--- src/rtl/rns_sor_mulmod.sv ---
module rns_sor_mulmod #(
  parameter int N = 8,
  parameter bit FULL_REDUCE = 1'b1
) (
  input  logic         clk,
  input  logic         rst_n,
  input  logic         start,
  input  logic [N-1:0] op_a,
  input  logic [N-1:0] op_b,
  input  logic [N-1:0] modulus,
  output logic         busy,
  output logic         done,
  output logic [N:0]   result
);
  localparam int CW = $clog2(N + 1);
  localparam int AW = $clog2(N);

  typedef enum logic [2:0] {ST_IDLE, ST_DBL, ST_FILL, ST_MUL, ST_FIN, ST_RED} state_t;

  state_t       st;
  logic [N-1:0] a_q, b_q, m_q, h_q, g_q;
  logic [N-1:0] tab_lo [0:6];
  logic [N-1:0] tab_hi [0:6];
  logic [2:0]   k_q, q_q;
  logic [CW-1:0] cnt;
  logic         tab_ok, done_q;
  logic [N-2:0] s_q, c_q;
  logic [N:0]   raw_q, rem_q, res_q;

  function automatic logic [N-1:0] mod_add(input logic [N-1:0] x, input logic [N-1:0] y,
                                           input logic [N-1:0] md);
    logic [N:0] t;
    t = {1'b0, x} + {1'b0, y};
    if (t >= {1'b0, md}) t = t - {1'b0, md};
    return t[N-1:0];
  endfunction

  logic [N-1:0] x1, y1, z1, s1, r1;
  logic [N:0]   c1, s2, c2, fin, rsh, rem_nx;
  logic [2:0]   q_nx;

  assign x1 = {s_q, 1'b0};
  assign y1 = {c_q, 1'b0};
  assign z1 = a_q[cnt[AW-1:0]] ? b_q : '0;
  assign s1 = x1 ^ y1 ^ z1;
  assign c1 = {(x1 & y1) | (x1 & z1) | (y1 & z1), 1'b0};
  assign r1 = tab_hi[q_q];
  assign s2 = {c1[N], s1 ^ c1[N-1:0] ^ r1};
  assign c2 = {(s1 & c1[N-1:0]) | (s1 & r1) | (c1[N-1:0] & r1), 1'b0};
  assign q_nx = {1'b0, s2[N:N-1]} + {1'b0, c2[N:N-1]};
  assign fin = {2'b0, s_q} + {2'b0, c_q} + {1'b0, tab_lo[q_q]};
  assign rsh = {rem_q[N-1:0], raw_q[cnt]};
  assign rem_nx = (rsh >= {1'b0, m_q}) ? rsh - {1'b0, m_q} : rsh;

  assign busy   = (st != ST_IDLE);
  assign done   = done_q;
  assign result = res_q;

  always_ff @(posedge clk or negedge rst_n) begin
    if (!rst_n) begin
      st <= ST_IDLE;
      a_q <= '0; b_q <= '0; m_q <= '0; h_q <= '0; g_q <= '0;
      k_q <= '0; q_q <= '0; cnt <= '0;
      tab_ok <= 1'b0; done_q <= 1'b0;
      s_q <= '0; c_q <= '0;
      raw_q <= '0; rem_q <= '0; res_q <= '0;
      for (int i = 0; i < 7; i++) begin
        tab_lo[i] <= '0;
        tab_hi[i] <= '0;
      end
    end else begin
      done_q <= 1'b0;
      case (st)
        ST_IDLE: if (start) begin
          a_q <= op_a; b_q <= op_b; m_q <= modulus;
          s_q <= '0; c_q <= '0; q_q <= '0;
          cnt <= CW'(N - 1);
          if (tab_ok && modulus == m_q) begin
            st <= ST_MUL;
          end else begin
            tab_ok <= 1'b0;
            h_q <= (modulus == N'(1)) ? '0 : N'(1);
            st <= ST_DBL;
          end
        end
        ST_DBL: begin
          if (cnt != '0) begin
            h_q <= mod_add(h_q, h_q, m_q);
            cnt <= cnt - 1'b1;
          end else begin
            g_q <= mod_add(h_q, h_q, m_q);
            tab_lo[0] <= '0;
            tab_hi[0] <= '0;
            k_q <= 3'd1;
            st <= ST_FILL;
          end
        end
        ST_FILL: begin
          tab_lo[k_q] <= mod_add(tab_lo[k_q - 3'd1], h_q, m_q);
          tab_hi[k_q] <= mod_add(tab_hi[k_q - 3'd1], g_q, m_q);
          if (k_q == 3'd6) begin
            tab_ok <= 1'b1;
            cnt <= CW'(N - 1);
            st <= ST_MUL;
          end else begin
            k_q <= k_q + 3'd1;
          end
        end
        ST_MUL: begin
          s_q <= s2[N-2:0];
          c_q <= c2[N-2:0];
          q_q <= q_nx;
          if (cnt == '0) st <= ST_FIN;
          else cnt <= cnt - 1'b1;
        end
        ST_FIN: begin
          raw_q <= fin;
          if (FULL_REDUCE) begin
            rem_q <= '0;
            cnt <= CW'(N);
            st <= ST_RED;
          end else begin
            res_q <= fin;
            done_q <= 1'b1;
            st <= ST_IDLE;
          end
        end
        ST_RED: begin
          rem_q <= rem_nx;
          if (cnt == '0) begin
            res_q <= rem_nx;
            done_q <= 1'b1;
            st <= ST_IDLE;
          end else begin
            cnt <= cnt - 1'b1;
          end
        end
        default: st <= ST_IDLE;
      endcase
    end
  end

  AST_TOP_COUNT_RANGE: assert property (@(posedge clk) disable iff (!rst_n)
    (st == ST_MUL) |-> (q_q <= 3'd6));
  AST_RESIDUE_REDUCED: assert property (@(posedge clk) disable iff (!rst_n)
    (st == ST_MUL) |-> (tab_hi[q_q] < m_q));
  AST_FULL_BELOW_M: assert property (@(posedge clk) disable iff (!rst_n)
    (done && FULL_REDUCE) |-> (result < {1'b0, m_q}));
  AST_DONE_SINGLE: assert property (@(posedge clk) disable iff (!rst_n)
    done |=> !done);
  AST_DONE_IDLE: assert property (@(posedge clk) disable iff (!rst_n)
    done |-> !busy);
  AST_BUSY_HOLDS_M: assert property (@(posedge clk) disable iff (!rst_n)
    busy |=> $stable(m_q));
endmodule

--- config.mk ---
export PLATFORM = sky130hd
export DESIGN_NAME = rns_sor_mulmod
export DESIGN_NICKNAME = d
export VERILOG_FILES = /design/src/rtl/rns_sor_mulmod.sv
export SDC_FILE = /design/constraint.sdc
export NUM_CORES = 1
export LEC_CHECK = 0
export ABC_AREA = 1
export ABC_CLOCK_PERIOD_IN_PS = 4410
export BUFFER_PORTS_ARGS = -buffer_cell sky130_fd_sc_hd__buf_2
export CAP_MARGIN = 5
export CORE_ASPECT_RATIO = 2
export CORE_MARGIN = 1
export CORE_UTILIZATION = 35
export CTS_BUF_LIST = sky130_fd_sc_hd__clkbuf_2 sky130_fd_sc_hd__clkbuf_4 sky130_fd_sc_hd__clkbuf_8
export DETAILED_ROUTE_END_ITERATION = 8
export MAX_ROUTING_LAYER = met4
export REMOVE_ABC_BUFFERS = 1
export SETUP_SLACK_MARGIN = 0.15
export SLEW_MARGIN = 40
export SYNTH_ARGS = -nofsm -noshare
export SYNTH_HDL_FRONTEND = slang
export SYNTH_SLANG_ARGS = --single-unit
export TNS_END_PERCENT = 10
--- constraint.sdc ---
create_clock -name clk -period 4.41 [get_ports clk]
set_clock_uncertainty 0.1 [all_clocks]
set_input_delay 1.1025 -clock clk [delete_from_list [all_inputs] [get_ports clk]]
set_output_delay 1.1025 -clock clk [all_outputs]
set_load 0.1 [all_outputs]
# ---- Word level (Yosys, flattened, before mapping)
# Index checks and enable logic that the tools add are counted.
dict set report totals {
  ff_bits 207
  output_inout_bits 11
  wordCells 173
}
dict set report classes {
  add_sub_neg 13
  order_cmp 10
  n_eq_ne 17
  mux 62
  bitwise_logic 18
  n_reduce_logical 23
}
# cell count
set ops {}
lappend ops {{8-bit 2-to-1 mux} 19}
lappend ops {{56-bit bitwise mux} 2}
lappend ops {{8-bit binary-select mux with 3-bit select} 4}
lappend ops {{8-bit one-hot mux with 2 select lines} 4}
lappend ops {{8-bit AND} 6}
lappend ops {{8-bit by 8-bit adder with 9-bit output} 4}
lappend ops {{9-bit by 8-bit >= comparator with 1-bit output} 4}
lappend ops {{8-bit OR} 4}
lappend ops {{8-bit bitwise XOR} 4}
lappend ops {{7-bit one-hot mux with 2 select lines} 2}
lappend ops {{8-bit demux with 3-bit select} 1}
lappend ops {{3-bit 2-to-1 mux} 8}
lappend ops {{8-bit subtractor} 3}
lappend ops {{4-bit one-hot mux with 5 select lines} 1}
lappend ops {{2-bit != test, second input constant} 9}
lappend ops {{3-bit one-hot mux with 6 select lines} 1}
lappend ops {{4-bit 2-to-1 mux} 4}
lappend ops {{4-bit >= comparator, second input constant} 3}
lappend ops {{3-bit NOT with 4-bit output} 3}
lappend ops {{3-bit one-hot mux with 2 select lines} 2}
lappend ops {{2-bit AND reduction} 5}
lappend ops {{5-bit AND reduction} 2}
lappend ops {{2-bit nonzero test} 5}
lappend ops {{3-bit equality test, second input constant} 3}
lappend ops {{other kinds (30)} 40}

# ---- Longest topological paths before layout
# Gate-level depths: netlist (run 1).
dict set report logic_depth {
  depth_word 11
  mapped_depth 29
  depth_no_buf 26
}

# ---- Worst setup path before layout (run 1)
# OpenSTA, ideal clock, no wires.
dict set report synth_path {
  path_kind {register to register}
  start {register k_q[0]}
  end {register tab_lo[53] (netlist bit)}
  setup_time_ns 0.118
  t_arrival_ns 4.139
  required_ns 4.192
  slack_ns 0.053
  path_stages_with_launch 29
  cell_sequence {dfrtp_1 inv_1 clkbuf_1 ha_1 clkbuf_1 inv_1 clkbuf_1 a21oi_1 o21ai_0 a31oi_1 ha_1 fa_1 nand3_1 nand2_1 nand3_1 nand3b_1 nand2_1 inv_1 ha_1 nand2_1 nor2_1 nand2_1 nand3_1 nor2_4 nand2_2 inv_2 nand2_1 nand3_1 nand2_1}
}
dict set report synth_via {
  elab_chain_len 11
}
# item line
set synth_rtl {}
lappend synth_rtl {{from (decl)} 24} ;# logic [2:0] k_q, q_q;
lappend synth_rtl {{from (signal assigned)} 106} ;# k_q <= k_q + 3'd1;
lappend synth_rtl {{3-bit by 1-bit subtractor with 3-bit output} 99} ;# tab_lo[k_q] <= mod_add(tab_lo[k_q - 3'd1], h_q, m_q);
lappend synth_rtl {{3-bit NOT with 4-bit output (implied by the code)} 99}
lappend synth_rtl {{8-bit binary-select mux with 3-bit select} 99}
lappend synth_rtl {{8-bit 2-to-1 mux (implied by the code) (2 in series)} 99}
lappend synth_rtl {{8-bit by 8-bit adder with 9-bit output} 33} ;# t = {1'b0, x} + {1'b0, y};
lappend synth_rtl {{8-bit subtractor / 9-bit by 8-bit >= comparator with 1-bit output (equally long branches)} 34} ;# if (t >= {1'b0, md}) t = t - {1'b0, md};
lappend synth_rtl {{8-bit 2-to-1 mux} 34}
lappend synth_rtl {{8-bit 2-to-1 mux} 73} ;# case (st)
lappend synth_rtl {{56-bit bitwise mux (*)} 99}
lappend synth_rtl {{8-bit one-hot mux with 2 select lines (*)} 73}
lappend synth_rtl {{to (signal, indexed assignment)} 99}
lappend synth_rtl {{to (decl)} 22} ;# logic [N-1:0] tab_lo [0:6];
# Every way passes the cells marked *; elsewhere a longest branch is shown, timed or not. The select of a mux whose other input is x is not followed.
# A chain may end at the register's enable or synchronous reset.

# ---- Worst setup path after layout (run 1)
dict set report layout_path {
  start {register k_q[1]}
  end {register tab_hi[41] (netlist bit)}
}
dict set report layout_via {
  elab_chain_len 10
}
# item line
set layout_rtl {}
lappend layout_rtl {{3-bit by 1-bit subtractor with 3-bit output} 100} ;# tab_hi[k_q] <= mod_add(tab_hi[k_q - 3'd1], g_q, m_q);
lappend layout_rtl {{3-bit NOT with 4-bit output (implied by the code)} 100}
lappend layout_rtl {{8-bit binary-select mux with 3-bit select} 100}
lappend layout_rtl {{8-bit 2-to-1 mux (implied by the code) (2 in series)} 100}
lappend layout_rtl {{8-bit by 8-bit adder with 9-bit output} 33}
lappend layout_rtl {{8-bit subtractor / 9-bit by 8-bit >= comparator with 1-bit output (equally long branches)} 34}
lappend layout_rtl {{8-bit 2-to-1 mux} 34}
lappend layout_rtl {{8-bit 2-to-1 mux} 73}
lappend layout_rtl {{56-bit bitwise mux (*)} 100}
lappend layout_rtl {{to (signal, indexed assignment)} 100}
lappend layout_rtl {{to (decl)} 23} ;# logic [N-1:0] tab_hi [0:6];
# Marked as above.

==> metrics, run 1 <==
status finished, final reports clean; # rows approximately 100; layout cells sized above 1 17.1%; crit path launch type register; Tmin final 4.12 ns; Final Hold Viols 0; max frequency 243 MHz; Initial DRC Count 944; r2r setup slk 0.29 ns; routability cong. 0.976; critical path endpoint tab_hi[41]; Netlist cell types 40; Root Buffer clkbuf_8; register bit count reported by yosys 206; worst r2r dst tab_hi[41]; Synth Area in Simple Gates between 20% and 30%; r2r startpoint k_q[1]; Area Overhead vs Synth 21.4%; CP Data Required Time roughly 4.8 ns; largest area contributor in the netlist dfrtp_1; Worst Path Max Fanout 8; number of synthesized flops with an enable pin 0; Slew @ Worst Pin 0.977 ns; unrepaired setup endpoints after global routing yes; Clock Path Buffers 3; # port buffers 37; core area 0.0393 sq mm; post-synthesis mux area share 0%; Post-Synth Adder-Cell Area about a tenth; Tot GR Track Use between 20% and 30%; total gr overflow 0; vias in the first global route approximately 14000; post-synthesis xor/xnor area fraction 1.51%; Hold Path Class in2async; CP startpoint k_q[1]; post-synth top area share 37.0%; Post-synth ARST share 100%; Rel. slew slack 34.2%; Reg2Reg Depth 25; wire length per cell roughly 19 um; Clock Sinks 206; Initial Util 35.5%; fin crit share 93.4%; Area contributors post-synth dfrtp_1 (37%), nand2_1 (14%), nand3_1 (8.1%), o21ai_0 (7.2%), inv_1 (6.6%); DP Wirelength about 37000 um; clock latency on the worst-skew pair 0.63 ns; sequential area share after synthesis 37.0%; Final Setup Violations 0; DR vias 13900; initial antenna violation count 1; global-route wire length before repair between 70000 and 80000 um; top_reg_cell synth dfrtp_1; Mapped Cells roughly 1900; Post-DRT Antenna Nets 0; syn_area_per_cell 7.19 sq um; most frequent cell after synthesis nand2_1; DRC viols 0; CTS tree yes; largest net degree at the start of global routing 83; IO Count 38; largest family of logic cells by synthesized area simple AND/OR/NAND/NOR gates; average vias per placed instance 5.33; CTS clk-pin slew, worst paths 0.07 ns; WP data arrival 4.48 ns; die width between 100 and 150 um; Pins Over Slew Limit 0; total number of yosys warnings 0; Compound-Gate Fraction of Synth Area between 10% and 20%; fin nets 2184; Post-Route WL ~51000 um; total CTS buffers 31; synthesized area 0.0139 sq mm; H-tree Lvls 1; crit path kind reg2reg; Die ar. 0.0407 sq mm; first drt pass iteration count 6; Die Y about 280 um; synth cell count leaders nand2_1 (516), inv_1 (244), nand3_1 (225), dfrtp_1 (206), o21ai_0 (201); reported max-cap violation count 0; Post-Route Utilization about 43%; Crit. End Element register
logic make-up after synthesis:
group | count (synthesis)
AND/OR/NAND/NOR | 929
flip-flops | 206
buffers and inverters | 327
adder cells (fa/ha/maj) | 90
AO/OA/AOI/OAI | 363
XOR/XNOR | 24
cell type report:
class,count,area (sq um)
antenna,1,2.50
fill,3987,22400
tap,525,657
multi-input combinational,1407,8160
inverter,255,962
timing repair buffer,166,1320
clock inverter,2,16.3
clock buffer,53,648
sequential,206,5160
timing repair:
item / 4_1_cts / 5_1_grt
hold buffers: 0 / 0
setup endpoints to repair: 112 / 112
setup buffers: 1 / 10
cloned: 1 / 3
gates resized for setup: 37 / 107
pin swaps: 4 / 36
cell usage in the layout, fill, tap and decap left out, types with 19 or more instances in the layout:
master / count
nand2_2: 22
a31oi_1: 21
ha_4: 19
ha_1: 42
a21oi_1: 94
nor2_1: 92
clkbuf_8: 40
fa_1: 24
buf_2: 36
inv_1: 236
o21ai_0: 186
buf_4: 114
o21ai_1: 21
dfrtp_1: 205
nand4_1: 36
nand3_1: 216
nand2_1: 492
how the worst min path moves through the flow:
stage,startpoint,endpoint,slack (ns),cells after the start
6_report,rst_n,a_q[6],0.36,1
3_3_place_gp,a_q[2],a_q[2],0.36,2
3_5_place_dp,result[5],result[5],0.36,2
5_1_grt,rst_n,a_q[6],0.41,1
2_1_floorplan,a_q[2],a_q[2],0.34,2
4_1_cts,result[5],result[5],0.38,2
per-stage QoR:
| stage | setup WS [ns] | setup TNS (ns) | hold WS [ns] | std cells | instance area, sq um |
|---|---|---|---|---|---|
| after floorplan | -2.13 | -226.48 | 0.337 | 1867 | 13600 |
| after global placement | -0.189 | -7.34 | 0.356 | 2544 | 15400 |
| after detailed placement | -0.236 | -11.07 | 0.360 | 2544 | 15400 |
| after CTS | 0.121 | 0 | 0.377 | 2601 | 16300 |
| after global routing | 0.0786 | 0 | 0.406 | 2615 | 16900 |
| final | 0.292 | 0 | 0.364 | 2615 | 16900 |
layer usage:
metal	global-route usage, %	part of all wire [%]
met2	45.5	52
met1	24.4	34
met4	22.6	9.6
met3	2.83	4.5
met5	-	0
worst max-delay path: stages (launching register included):
cell,delay [ns]
dfrtp_1,0.40
inv_2,0.07
ha_4,0.31
buf_12,0.16
o21ai_2,0.10
a21oi_1,0.06
nor3_2,0.19
a31oi_1,0.07
buf_4,0.16
ha_2,0.18
fa_2,0.38
nand3_2,0.10
nand2_4,0.07
xnor2_2,0.21
inv_2,0.07
ha_4,0.29
nand2_1,0.07
nor2_1,0.10
nand3b_1,0.12
nand2_2,0.10
nor2_4,0.04
buf_12,0.14
nand2_8,0.16
nand2_4,0.10
nand3_1,0.08
o21ai_0,0.10
flip-flops by register name, indices dropped and copies added, names as in the netlist:
name / count
tab_hi: 56
tab_lo: 56
raw_q: 9
result: 9
a_q: 8
b_q: 8
g_q: 8
h_q: 8
m_q: 8
rem_q: 8
s_q: 7
c_q: 6
cnt: 4
k_q: 3
q_q: 3
st: 3
done: 1
tab_ok: 1
Power of run 1 is left out: the tool's default activity adds up to more than one toggle a clock period on the data nets, which glitch-free logic cannot reach.
==> inputs of run 2 (changes only) <==
- CELL_PAD_IN_SITES_DETAIL_PLACEMENT: unset -> 0
- CELL_PAD_IN_SITES_GLOBAL_PLACEMENT: unset -> 2
- CORE_UTILIZATION: 35 -> 34
- PLACE_DENSITY_LB_ADDON: unset -> 0.1
- SKIP_CTS_REPAIR_TIMING: unset -> 1
==> run 2 against run 1 <==
Net effect: register-to-register slack worse by 0.09 ns; clock-buffer cell count down 2; die area is 2.9% higher; highest routed layer unchanged; worst hold slack lost 0.026 ns; sequential share of layout area fell by 0.13 points; largest cell class unchanged.
==> metrics, run 2 (synthesis results as in run 1) <==
fin crit share 95.3%; Initial Util between 30% and 40%; r2r setup slk a little over 0.2 ns; Top Metal Used met4; largest net degree at the start of global routing 62; Die ar. approximately 0.042 sq mm; Post-Route WL 55500 um; Post-DRT Antenna Nets 0; Post-Place Cell Area about 0.016 sq mm; clock latency on the worst-skew pair 0.57 ns; average vias per placed instance 5.21; unrepaired setup endpoints after global routing yes; Design Area, Final 0.0170 sq mm; Slew @ Worst Pin roughly 0.79 ns; Crit path buffers/inverters 6; Worst Path Max Fanout 17; most frequent cells in the layout nand2_1 (501), inv_1 (240), nand3_1 (218); core area roughly 0.04 sq mm; total CTS buffers 35; layout cells sized above 1 15.8%; routability cong. ~0.90; Clock Sinks 206; Hold Path Class in2async; # rows 104; fill cell count between 4000 and 5000; CP Data Required Time between 4 and 5 ns; DR vias 13700; IO Count 38; CTS tree yes; Crit. End Element register; Rel. slew slack 47.0%; total gr overflow 0; Tot GR Track Use 27.7%; reported max-cap violation count 0; max frequency 238 MHz; commonest non-fill, non-tap cell in the layout nand2_1; wire length on met2 31000 um; status finished, final reports clean; most used cell, CP buf_12; Slowest-stage cell, CP dfrtp_2; DRC viols 0; # port buffers 37; global-route wire length before repair 84300 um; wire length per cell 21.1 um; pre-CTS setup slack -0.0214 ns; vias in the first global route 14100; met1 WL 20000 um; Root Buffer clkbuf_8; Top delay family on crit path simple AND/OR/NAND/NOR gates; DP Wirelength 41600 um; crit path kind reg2reg; crit-path max cell delay 0.41 ns; first drt pass iteration count 7; crit path launch type register; Regs by FF count tab_hi x56, tab_lo x56; Final Hold Viols 0; initial antenna violation count 1; Die Y 288 um; H-tree Lvls 2; Area Overhead vs Synth 21.9%; fin nets 2197; WL met3 approximately 1800 um; Tmin final 4.20 ns; WP data arrival between 4 and 5 ns; CTS clk-pin slew, worst paths 0.07 ns; die width 145 um; Initial DRC Count 658; Final Setup Violations 0; Final WS setup 0.206 ns; Clock Path Buffers 3; Pins Over Slew Limit 0
## run 2: cell count changes in the layout (fill, tap and decap cells not counted), sizes merged
cell,previous run,this run
clkinvlp,0,1
buf,163,176
clkinv,5,7
bufinv,0,5
inv,252,253
clkbuf,56,51
nand2,531,530
## run 2: metrics by stage
stage	hold WS [ns]	utilization [%]	std cells	setup TNS, ns
6_report	0.338	42.1	2636	0
5_1_grt	0.336	42.1	2636	-0.0188
4_1_cts	0.318	41.0	2629	-0.942
3_5_place_dp	0.359	38.8	2567	-0.0523
3_3_place_gp	0.356	38.7	2566	0
2_1_floorplan	0.337	-	1867	-226.48
## run 2: layer usage
layer,up-vias,GRT usage [%]
met5,-,-
met1,6628,27.1
met3,125,2.65
met4,0,13.1
li1,6650,-
met2,335,54.2
## run 2: final cells by class
class | instances | area, sq um | share of cell area (%)
antenna | 1 | 2.50 | 0.0147
clock buffer | 51 | 683 | 4.02
clock inverter | 11 | 186 | 1.10
inverter | 255 | 960 | 5.65
multi-input combinational | 1406 | 7940 | 46.7
sequential | 206 | 5160 | 30.3
tap | 530 | 663 | 3.90
timing repair buffer | 176 | 1410 | 8.28
## run 2: path summary, 6_finish.rpt
kind                                 from          to  cells after the start
worst min register to register  result[5]   result[5]                      2
worst min-delay path                rst_n    rem_q[5]                      1
min in group clk                result[5]   result[5]                      2
worst max-delay path               k_q[0]  tab_hi[52]                     26
worst max register to register     k_q[0]  tab_hi[52]                     26
max in group asynchronous           rst_n  tab_hi[53]                      2
Power of run 2 is left out for the same reason.
==> inputs of run 3 (changes only) <==
- ABC_CLOCK_PERIOD_IN_PS: 4410 -> 4130
- CORE_UTILIZATION: 34 -> 35
- clock period: 4.41 -> 4.13 ns (I/O delays scaled with it)
==> run 3 against run 2 <==
Net effect: routed wire length shrank 0.63%; final cell count rose by 1.4%; first-iteration DRC count is 15% higher; register-to-register slack got worse by 0.16 ns; design area is 5.0% higher; highest routed layer unchanged.
==> metrics, run 3 (synthesis results as in run 1) <==
status finished, final reports clean; CTS clk-pin slew, worst paths 0.07 ns; crit path kind reg2reg; Pins Over Slew Limit 0; hold_ws 0.318 ns; total CTS buffers 36; Reg2Reg Depth 26; global-route wire length before repair ~81000 um; unrepaired setup endpoints after global routing yes; Final Setup Violations 0; DRC viols 0; # port buffers 37; Clock Sinks between 200 and 250; Clock Path Buffers 3; largest net degree at the start of global routing 77; commonest non-fill, non-tap cell in the layout nand2_1; reported max-cap violation count 0; initial antenna violation count 1; placed cells 2590; fin crit share a little over nine tenths; DP Wirelength 40600 um; vias in the first global route 13900; fill cell count a little over 4000; crit path launch type register; die width 143 um; Crit. End Element register; max frequency around 240 MHz; Worst Path Max Fanout 7; wire length per cell 20.6 um; Initial DRC Count 756; most frequent cells in the layout nand2_1 (477), inv_1 (227), dfrtp_1 (205); Post-DRT Antenna Nets 0; Post-Route Utilization between 40% and 50%; Tmin final just over 4 ns; Final Hold Viols 0; core area around 0.039 sq mm; post-route insts no fill between 2000 and 3000; Final WS setup around 0.043 ns; pre-CTS setup slack -0.525 ns; Hold Path Class in2async; average vias per placed instance 5.21; CP Data Required Time 4.47 ns; routability cong. around 0.88; Root Buffer clkbuf_8; Rel. slew slack 46.1%; Area Overhead vs Synth 28.1%; Regs by FF count tab_hi x56, tab_lo x56; Initial Util 35.5%; Slew @ Worst Pin between 0.8 and 0.9 ns; WP data arrival 4.43 ns; first drt pass iteration count 6; Tot GR Track Use between 20 and 30%; clock latency on the worst-skew pair between 0.5 and 0.6 ns; Die ar. 0.0407 sq mm; DR vias between 10000 and 15000; layout cells sized above 1 22.6%; H-tree Lvls 2; Die Y 284 um; Post-Route WL 55200 um; CTS tree yes; # rows 103; fin nets 2244; total gr overflow 0; IO Count 38
==> run 3: cell types whose count changed in the layout (fill, tap and decap cells not counted), moves of 10 or more <==
cell,change
ha_4,+14
nand2_1,-24
a21oi_1,-15
o21ai_1,+21
o21ai_0,-31
nand3_2,+24
buf_4,+34
inv_1,-13
buf_6,+11
nand2_2,+15
a21oi_2,+11
nand3_1,-25
ha_1,-15
inv_2,+10
==> run 3: metrics by stage <==
stage / setup TNS (ns) / cell area, sq um
4_1_cts: -40.59 / 16500
3_3_place_gp: -38.00 / 15800
3_5_place_dp: -40.21 / 15800
5_1_grt: -9.92 / 17800
2_1_floorplan: -257.84 / 13600
6_report: 0 / 17800
==> run 3: metal layers <==
metal | GRT usage, % | vias to the layer above | part of all wire, %
met2 | 52.2 | 324 | 55
met3 | 2.73 | 144 | 3.0
met5 | - | - | 0
li1 | - | 6757 | -
met1 | 27.0 | 6707 | 35
met4 | 17.3 | 0 | 6.7
==> run 3: area by class of cell <==
class	count	area (sq um)	share of cell area [%]
antenna	1	2.50	0.0140
clock buffer	53	679	3.81
clock inverter	4	51.3	0.287
inverter	255	977	5.48
multi-input combinational	1406	8530	47.8
sequential	206	5160	28.9
tap	525	657	3.68
timing repair buffer	222	1790	10.1
==> run 3: path summary, 6_finish.rpt <==
path / start / endpoint / slack (ns)
setup / recovery: k_q[1] / tab_lo[42] / 0.04
hold / removal: rst_n / result[6] / 0.32
setup reg to reg: k_q[1] / tab_lo[42] / 0.04
hold reg to reg: result[5] / result[5] / 0.37
max in group asynchronous: rst_n / tab_hi[16] / 2.66
min in group clk: result[5] / result[5] / 0.37
==> run 3: worst max-delay path, stage by stage (launching register included) <==
cell and delay (ns):
dfrtp_1 0.37, inv_2 0.06, ha_4 0.38, buf_12 0.18, buf_8 0.14, o21ai_4 0.05, a21oi_2 0.12, nor3_2 0.06
a31oi_2 0.24, buf_4 0.22, ha_4 0.22, nand2_2 0.06, nand2_2 0.07, a21oi_2 0.16, nand2_1 0.08, nand2_2 0.13
nand2_2 0.08, ha_4 0.25, nand2_2 0.05, nor2_1 0.04, nand2_1 0.07, nand3_2 0.10, nor2_4 0.23, buf_6 0.17
nand3_4 0.17, nand3_2 0.10, o21ai_1 0.07
Power of run 3 is left out for the same reason.
